--- config.mk ---
export PLATFORM = sky130hd
export DESIGN_NAME = pbmu_top
export DESIGN_NICKNAME = d
export VERILOG_FILES = /design/src/rtl/pbmu_pkg.sv /design/src/rtl/pbmu_lane.sv /design/src/rtl/pbmu_reduce.sv /design/src/rtl/pbmu_clip.sv /design/src/rtl/pbmu_top.sv
export SDC_FILE = /design/constraint.sdc
export NUM_CORES = 1
export LEC_CHECK = 0
export BUFFER_PORTS_ARGS = -buffer_cell sky130_fd_sc_hd__buf_4
export CORE_UTILIZATION = 45
export CTS_BUF_LIST = sky130_fd_sc_hd__clkbuf_8
export DETAILED_ROUTE_END_ITERATION = 12
export GPL_TIMING_DRIVEN = 0
export SKIP_CTS_REPAIR_TIMING = 1
export SLEW_MARGIN = 20
export SYNTH_ARGS = -nofsm -noshare
export SYNTH_HDL_FRONTEND = slang
export SYNTH_SLANG_ARGS = --single-unit
--- constraint.sdc ---
create_clock -name clk -period 11.85 [get_ports clk]
set_clock_uncertainty 0.2 [all_clocks]
set_input_delay 1.185 -clock clk [delete_from_list [all_inputs] [get_ports clk]]
set_output_delay 1.185 -clock clk [all_outputs]
set_load 0.005 [all_outputs]
--- src/rtl/pbmu_pkg.sv ---
package pbmu_pkg;
  typedef enum logic [2:0] {
    OP_ADD  = 3'd0,
    OP_AVG  = 3'd1,
    OP_SAD  = 3'd2,
    OP_DOT  = 3'd3,
    OP_CLIP = 3'd4
  } pbmu_op_e;

  localparam logic [2:0] OP_LAST = 3'd4;

  function automatic logic op_defined(input logic [2:0] op);
    return op <= OP_LAST;
  endfunction
endpackage

--- src/rtl/pbmu_lane.sv ---
module pbmu_lane #(
  parameter int W = 8
) (
  input  logic [W-1:0]   a,
  input  logic [W-1:0]   b,
  output logic [W-1:0]   sat_sum,
  output logic [W-1:0]   avg_up,
  output logic [W-1:0]   abs_diff,
  output logic [2*W-1:0] prod
);
  logic [W:0] wide_sum;
  logic [W:0] round_sum;

  always_comb begin
    wide_sum  = {1'b0, a} + {1'b0, b};
    round_sum = wide_sum + {{W{1'b0}}, 1'b1};
    sat_sum   = wide_sum[W] ? {W{1'b1}} : wide_sum[W-1:0];
    avg_up    = round_sum[W:1];
    abs_diff  = (a >= b) ? (a - b) : (b - a);
    prod      = {{W{1'b0}}, a} * {{W{1'b0}}, b};
  end
endmodule

--- src/rtl/pbmu_reduce.sv ---
module pbmu_reduce #(
  parameter int W     = 8,
  parameter int LANES = 4,
  parameter int OUT_W = 32
) (
  input  logic [LANES*W-1:0]   diffs,
  input  logic [LANES*2*W-1:0] prods,
  output logic [OUT_W-1:0]     sad_sum,
  output logic [OUT_W-1:0]     dot_sum
);
  always_comb begin
    sad_sum = '0;
    dot_sum = '0;
    for (int i = 0; i < LANES; i++) begin
      sad_sum = sad_sum + {{(OUT_W-W){1'b0}}, diffs[i*W +: W]};
      dot_sum = dot_sum + {{(OUT_W-2*W){1'b0}}, prods[i*2*W +: 2*W]};
    end
  end
endmodule

--- src/rtl/pbmu_clip.sv ---
module pbmu_clip #(
  parameter int DW = 32
) (
  input  logic [DW-1:0] value,
  input  logic [DW-1:0] bound,
  output logic [DW-1:0] clipped
);
  always_comb begin
    if (value[DW-1])        clipped = '0;
    else if (value > bound) clipped = bound;
    else                    clipped = value;
  end
endmodule

--- src/rtl/pbmu_top.sv ---
module pbmu_top
  import pbmu_pkg::*;
#(
  parameter int LANE_W = 8,
  parameter int LANES  = 4
) (
  input  logic                     clk,
  input  logic                     rst_n,
  input  logic                     in_valid,
  output logic                     in_ready,
  input  logic [2:0]               in_op,
  input  logic [LANE_W*LANES-1:0]  in_a,
  input  logic [LANE_W*LANES-1:0]  in_b,
  output logic                     out_valid,
  input  logic                     out_ready,
  output logic [LANE_W*LANES-1:0]  out_data
);
  localparam int DATA_W = LANE_W * LANES;

  logic [DATA_W-1:0]         add_word, avg_word, diff_word;
  logic [2*LANE_W*LANES-1:0] prod_word;
  logic [DATA_W-1:0]         sad_sum, dot_sum, clip_val;
  logic [DATA_W-1:0]         result;
  logic                      take;

  for (genvar g = 0; g < LANES; g++) begin : g_lane
    pbmu_lane #(.W(LANE_W)) u_lane (
      .a        (in_a[g*LANE_W +: LANE_W]),
      .b        (in_b[g*LANE_W +: LANE_W]),
      .sat_sum  (add_word[g*LANE_W +: LANE_W]),
      .avg_up   (avg_word[g*LANE_W +: LANE_W]),
      .abs_diff (diff_word[g*LANE_W +: LANE_W]),
      .prod     (prod_word[g*2*LANE_W +: 2*LANE_W])
    );
  end

  pbmu_reduce #(.W(LANE_W), .LANES(LANES), .OUT_W(DATA_W)) u_reduce (
    .diffs   (diff_word),
    .prods   (prod_word),
    .sad_sum (sad_sum),
    .dot_sum (dot_sum)
  );

  pbmu_clip #(.DW(DATA_W)) u_clip (
    .value   (in_a),
    .bound   (in_b),
    .clipped (clip_val)
  );

  always_comb begin
    case (in_op)
      OP_ADD:  result = add_word;
      OP_AVG:  result = avg_word;
      OP_SAD:  result = sad_sum;
      OP_DOT:  result = dot_sum;
      OP_CLIP: result = clip_val;
      default: result = '0;
    endcase
  end

  assign in_ready = !out_valid || out_ready;
  assign take     = in_valid && in_ready;

  always_ff @(posedge clk) begin
    if (!rst_n) begin
      out_valid <= 1'b0;
      out_data  <= '0;
    end else if (take) begin
      out_valid <= op_defined(in_op);
      out_data  <= result;
    end else if (out_ready) begin
      out_valid <= 1'b0;
    end
  end
endmodule

Word level (Yosys, flattened, before mapping)
Index checks and enable logic that the tools add are counted.
Storage, ports and cells
  register bits after elaboration: 33
  bits of input ports: 71
  output and inout port bits: 34
  word-level logic and storage cells: 56
Operators by class
  $add $sub $neg: 22
  multiply operators: 4
  $lt $le $gt $ge: 6
  eq/ne operators: 4
  multiplexer cells: 13
  reduce and logical (&&, ||, !) cells: 5
Operators by type and width (count)
  $pmux W32 S5: 1
  $add A32 B16 Y32: 2
  $add A32 B8 Y32: 2
  $mul A8 B8 Y16: 4
  $mux W32: 2
  $mux W8: 8
  $sub A8 B8 Y8: 8
  $add A8 B8 Y9: 5
  $add A9 B1 Y9 const B: 4
  $ge A8 B8 Y1: 4
  $gt A32 B32 Y1: 1
  $add A16 B16 Y17: 1
  $eq A3 B2 Y1 const B: 2
  $eq A3 B1 Y1 const B: 1
  $eq A3 B3 Y1 const B: 1
  $le A3 B3 Y1 const B: 1
  $logic_not A3 Y1: 1
  $mux W1: 2
  $reduce_bool A2 Y1: 1
  $logic_and A1 B1 Y1: 1
  $logic_not A1 Y1: 1
  $logic_or A1 B1 Y1: 1

Depth between registers and ports, before layout
  depth in word-level cells: 6
  gate-level depth with buffers: 34
  depth with buffers taken out: 34

By module
From an unflattened synthesis, not the netlist that was laid out.
Unflattened totals
  cells, all modules: 2523
  area, all modules: 20357.0 µm²
Modules (own cells, without submodules)
  pbmu_lane (g_lane[0].u_lane ...): instances 2, cells each 407, area an instance 3246.9 µm², seq. area each 0.0 µm²
  pbmu_lane (g_lane[3].u_lane): instances 1, cells each 410, area an instance 3243.1 µm², seq. area each 0.0 µm²
  pbmu_lane (g_lane[2].u_lane): instances 1, cells each 407, area an instance 3239.4 µm², seq. area each 0.0 µm²
  pbmu_top: instances 1, cells each 335, area an instance 2857.7 µm², seq. area each 660.6 µm²
  pbmu_reduce: instances 1, cells each 340, area an instance 2810.2 µm², seq. area each 0.0 µm²
  pbmu_clip: instances 1, cells each 217, area an instance 1712.9 µm², seq. area each 0.0 µm²

Worst setup path before layout
OpenSTA, ideal clock, no wires.
  path kind: in2reg
  start point: input in_a[1]
  end point: register out_data[15]
  setup time: 0.132 ns
  arrival time: 8.975 ns
  required time: 11.518 ns
  path slack: 2.543 ns
  stages on the path: 32
  buffers on the path: 0
  cell sequence: inv_1 > nor2_1 > fa_1 > inv_1 > fa_1 > inv_1 > fa_1 > fa_1 > fa_1 > inv_1 > fa_1 > inv_1 > ha_1 > nor3_1 > nor2_1 > o41ai_2 > o21bai_1 > xor2_1 > ha_1 > fa_1 > inv_1 > fa_1 > fa_1 > inv_1 > ha_1 > or3_1 > a211oi_1 > nor2_1 > a31oi_1 > xnor2_1 > a222oi_1 > o32ai_1
On the way
  cells in the longest elaborated chain, start to end: 6
  elaborated cells on any way between the ends: 15
  those cells by class: add/sub: 8; mul: 1; order compare: 2; mux: 4
Ends and longest elaborated chain
  start: declaration: line pbmu_top.sv:12  | input logic [LANE_W*LANES-1:0] in_a,
  branches (longest 5 deep; another with $add A32 B16 Y32)
  $pmux W32 S5 *: line pbmu_top.sv:51  | case (in_op)
  end signal: assignment: line pbmu_top.sv:70  | out_data <= result;
  end: declaration: line pbmu_top.sv:16  | output logic [LANE_W*LANES-1:0] out_data
Mark *: on every way between the ends.
A chain may end at the register's enable or synchronous reset.

Worst setup path after layout
  start point: input in_a[11]
  end point: register out_data[15]
Same word-level chain as after synthesis.

==> results.md <==
- Max Used Layer: met4
- Final Max Tran Viols: 0
- Fillers: 3648
- PortBufs: slightly above 100
- Global-route wire length before repair: ~90000 microns
- Largest stage delay, worst path: roughly 0.62 ns
- Startpoint Class: primary input
- Required time worst endpoint: roughly 12 ns
- Syn Std Cell Area: about 17000 sq um
- Post-Synthesis Cells: approximately 2000
- Chip Height: 194 microns
- Slowest stage cell, crit path: fa_1
- Starting DRT DRC Count: roughly 1200
- Total die area: 37800 sq um
- Worst-margin pin slew: around 1.1 ns
- Clock Path Buffers: 2
- WL met2: about 29000 microns
- Maximum achievable frequency: 93.6 MHz
- Initial Util: about 46%
- Final Hold Vio Count: 0
- Most used DFF post-synth: dfxtp_1
- Die W: 194 microns
- GRT Util Overall: a little under a third
- RR Endpoint: out_data[18]$_SDFFE_PN0P_
- Met1 wire length: approximately 24000 microns
- Slew margin rel.: between 20% and 30%
- Avg WL per Cell: between 20 and 25 microns
- Flops & latches, synth: 33
- Largest net degree at the start of global routing: 12
- Register area share after synthesis: between 3 and 4%
- # diodes: 0
- Final #Nets: roughly 2700
- Synthesis-to-finish area growth: 8.71%
- Critical path endpoint category: flop
- Worst Path Arrival: around 11 ns
- Routed length on met3: 2470 microns
- I/O pin count: around 110
- R2r startpoint: out_valid$_SDFFE_PN0P_
- Cell row count: 70
- Commonest non-fill, non-tap cell in the layout: inv_1
- Number of synthesized flops with an enable pin: 0
- Root Driver: clkbuf_8
- Period minus WS final: between 10 and 15 ns
- Setup total negative slack: 0 ns
- Worst R2R Setup Slack: ~9.2 ns
- Post-Syn Area per Cell: ~8.1 sq um
- Share of cells above drive strength 1: 9.22%
- Commonest cells after routing, fill and taps aside: inv_1 (404), ha_1 (249), fa_1 (232)
- Worst setup path endpoint: out_data[15]$_SDFFE_PN0P_
- Max-cap violations: 0
- Final setup violation count: 0
- Total number of H-tree levels: 2
- CTS tree: yes
- R2r worst-path depth: 6
- Clk slew on worst S/H paths: 0.08 ns
- Clock Latency Late Sink: roughly 0.31 ns
- GRT overflow: 0
- Yosys Warn Count: 0
- HP Class: flop to flop
- CP startpoint: in_a[11]
- Fin crit share: about nine tenths
- Drt first pass iters: 7
- Num CTS Buffers: 5
- Placeable Area: 36500 sq um
- GPL Wtd Cong: slightly above 1
- Outcome: completed
- Netlist cell types: 95
- Clock sinks: 33
- Antenna violations before repair: 0
- Via density: around 5.6
- Synth Net Count: between 2000 and 3000
- Remaining antenna violation count after routing: 0
- Unrepaired setup endpoints after global routing: no
- DRC violation count after routing: 0
- Number of global-route vias before repair: 15000
- Dpl hpwl: roughly 51000 microns
- Crit path top cell by count: fa_1
- CP Max Fanout: 8
- Critical path type: primary input to flop
- Ys async rst share: 0%
- WL final: roughly 59000 microns
- DR vias: roughly 15000
## through the flow
stage          std cells  util (%)  worst slack [ns]  hold slack, ns  cell area [sq um]
3_3_place_gp        2619      49.4             0.654           0.265              18000
4_1_cts             2627      49.6              1.26           0.303              18100
2_1_floorplan       2048         -              2.54           0.274              16700
5_1_grt             2627      49.6             0.934           0.321              18100
6_report            2627      49.6              1.17           0.293              18100
3_5_place_dp        2619      49.4             0.953           0.284              18000
## worst min-delay path by stage
stage | from | end | slack (ns) | cells past startpoint
2_1_floorplan | out_data[23]$_SDFFE_PN0P_ | out_data[23]$_SDFFE_PN0P_ | 0.27 | 1
6_report | out_data[23]$_SDFFE_PN0P_ | out_data[23]$_SDFFE_PN0P_ | 0.29 | 1
3_3_place_gp | out_data[23]$_SDFFE_PN0P_ | out_data[23]$_SDFFE_PN0P_ | 0.26 | 1
5_1_grt | out_data[23]$_SDFFE_PN0P_ | out_data[23]$_SDFFE_PN0P_ | 0.32 | 1
4_1_cts | out_data[23]$_SDFFE_PN0P_ | out_data[23]$_SDFFE_PN0P_ | 0.30 | 1
3_5_place_dp | out_data[23]$_SDFFE_PN0P_ | out_data[23]$_SDFFE_PN0P_ | 0.28 | 1
## synthesized netlist by cell type (22+ instances only)
master / instances / area (sq um)
a21oi_1: 102 / 510
inv_1: 404 / 1520
and2_1: 34 / 213
nand2_1: 162 / 608
nor3_1: 35 / 175
xnor2_1: 71 / 622
ha_1: 249 / 3120
clkbuf_1: 22 / 82.6
nor2_1: 184 / 691
mux2i_1: 22 / 220
xor2_1: 29 / 254
dfxtp_1: 33 / 661
fa_1: 232 / 4640
nand3_1: 33 / 165
o21ai_0: 105 / 526
## layer usage
| metal | GRT usage [%] | vias to the layer above |
|---|---|---|
| li1 | - | 6913 |
| met1 | 39.8 | 7242 |
| met2 | 54.9 | 511 |
| met3 | 2.67 | 114 |
| met4 | 14.3 | 0 |
| met5 | 0 | - |
## sequential cells by signal (all words and copies together), names as in the netlist
name and cells:
out_data 32, out_valid 1
## critical path: cells and delay by family
| family | cells | cell delay (ns) |
|---|---|---|
| compound gates | 6 | 1.26 |
| buf+inv | 6 | 0.67 |
| fa+ha+maj | 12 | 5.81 |
| simple gates | 4 | 0.80 |
| xor+xnor | 2 | 0.97 |
## kinds of logic (layout without fill, tap and decap cells)
logic type               count (synthesis)  count (layout)  share of synthesized area (%)
AO/OA/AOI/OAI                          383             383                           15.2
XOR/XNOR                               100             100                           5.25
adder cells (fa/ha/maj)                481             481                           46.5
buffers and inverters                  463             574                           11.0
flip-flops                              33              33                           3.96
multiplexers                            30              30                           1.88
AND/OR/NAND/NOR                        558             558                           16.2
## area by class of cell
type,count,area [sq um],area share [%]
clock inverters,3,17.5,0.0966
inverters,409,1540,8.47
plain buffers,54,302,1.66
clock buffers,5,68.8,0.380
multi-input cells,1552,14200,78.2
flip-flops and latches,33,661,3.64
well taps,468,586,3.23
repair buffers,103,773,4.27
Power is left out: the tool's default activity adds up to more than one toggle a clock period on the data nets, which glitch-free logic cannot reach.
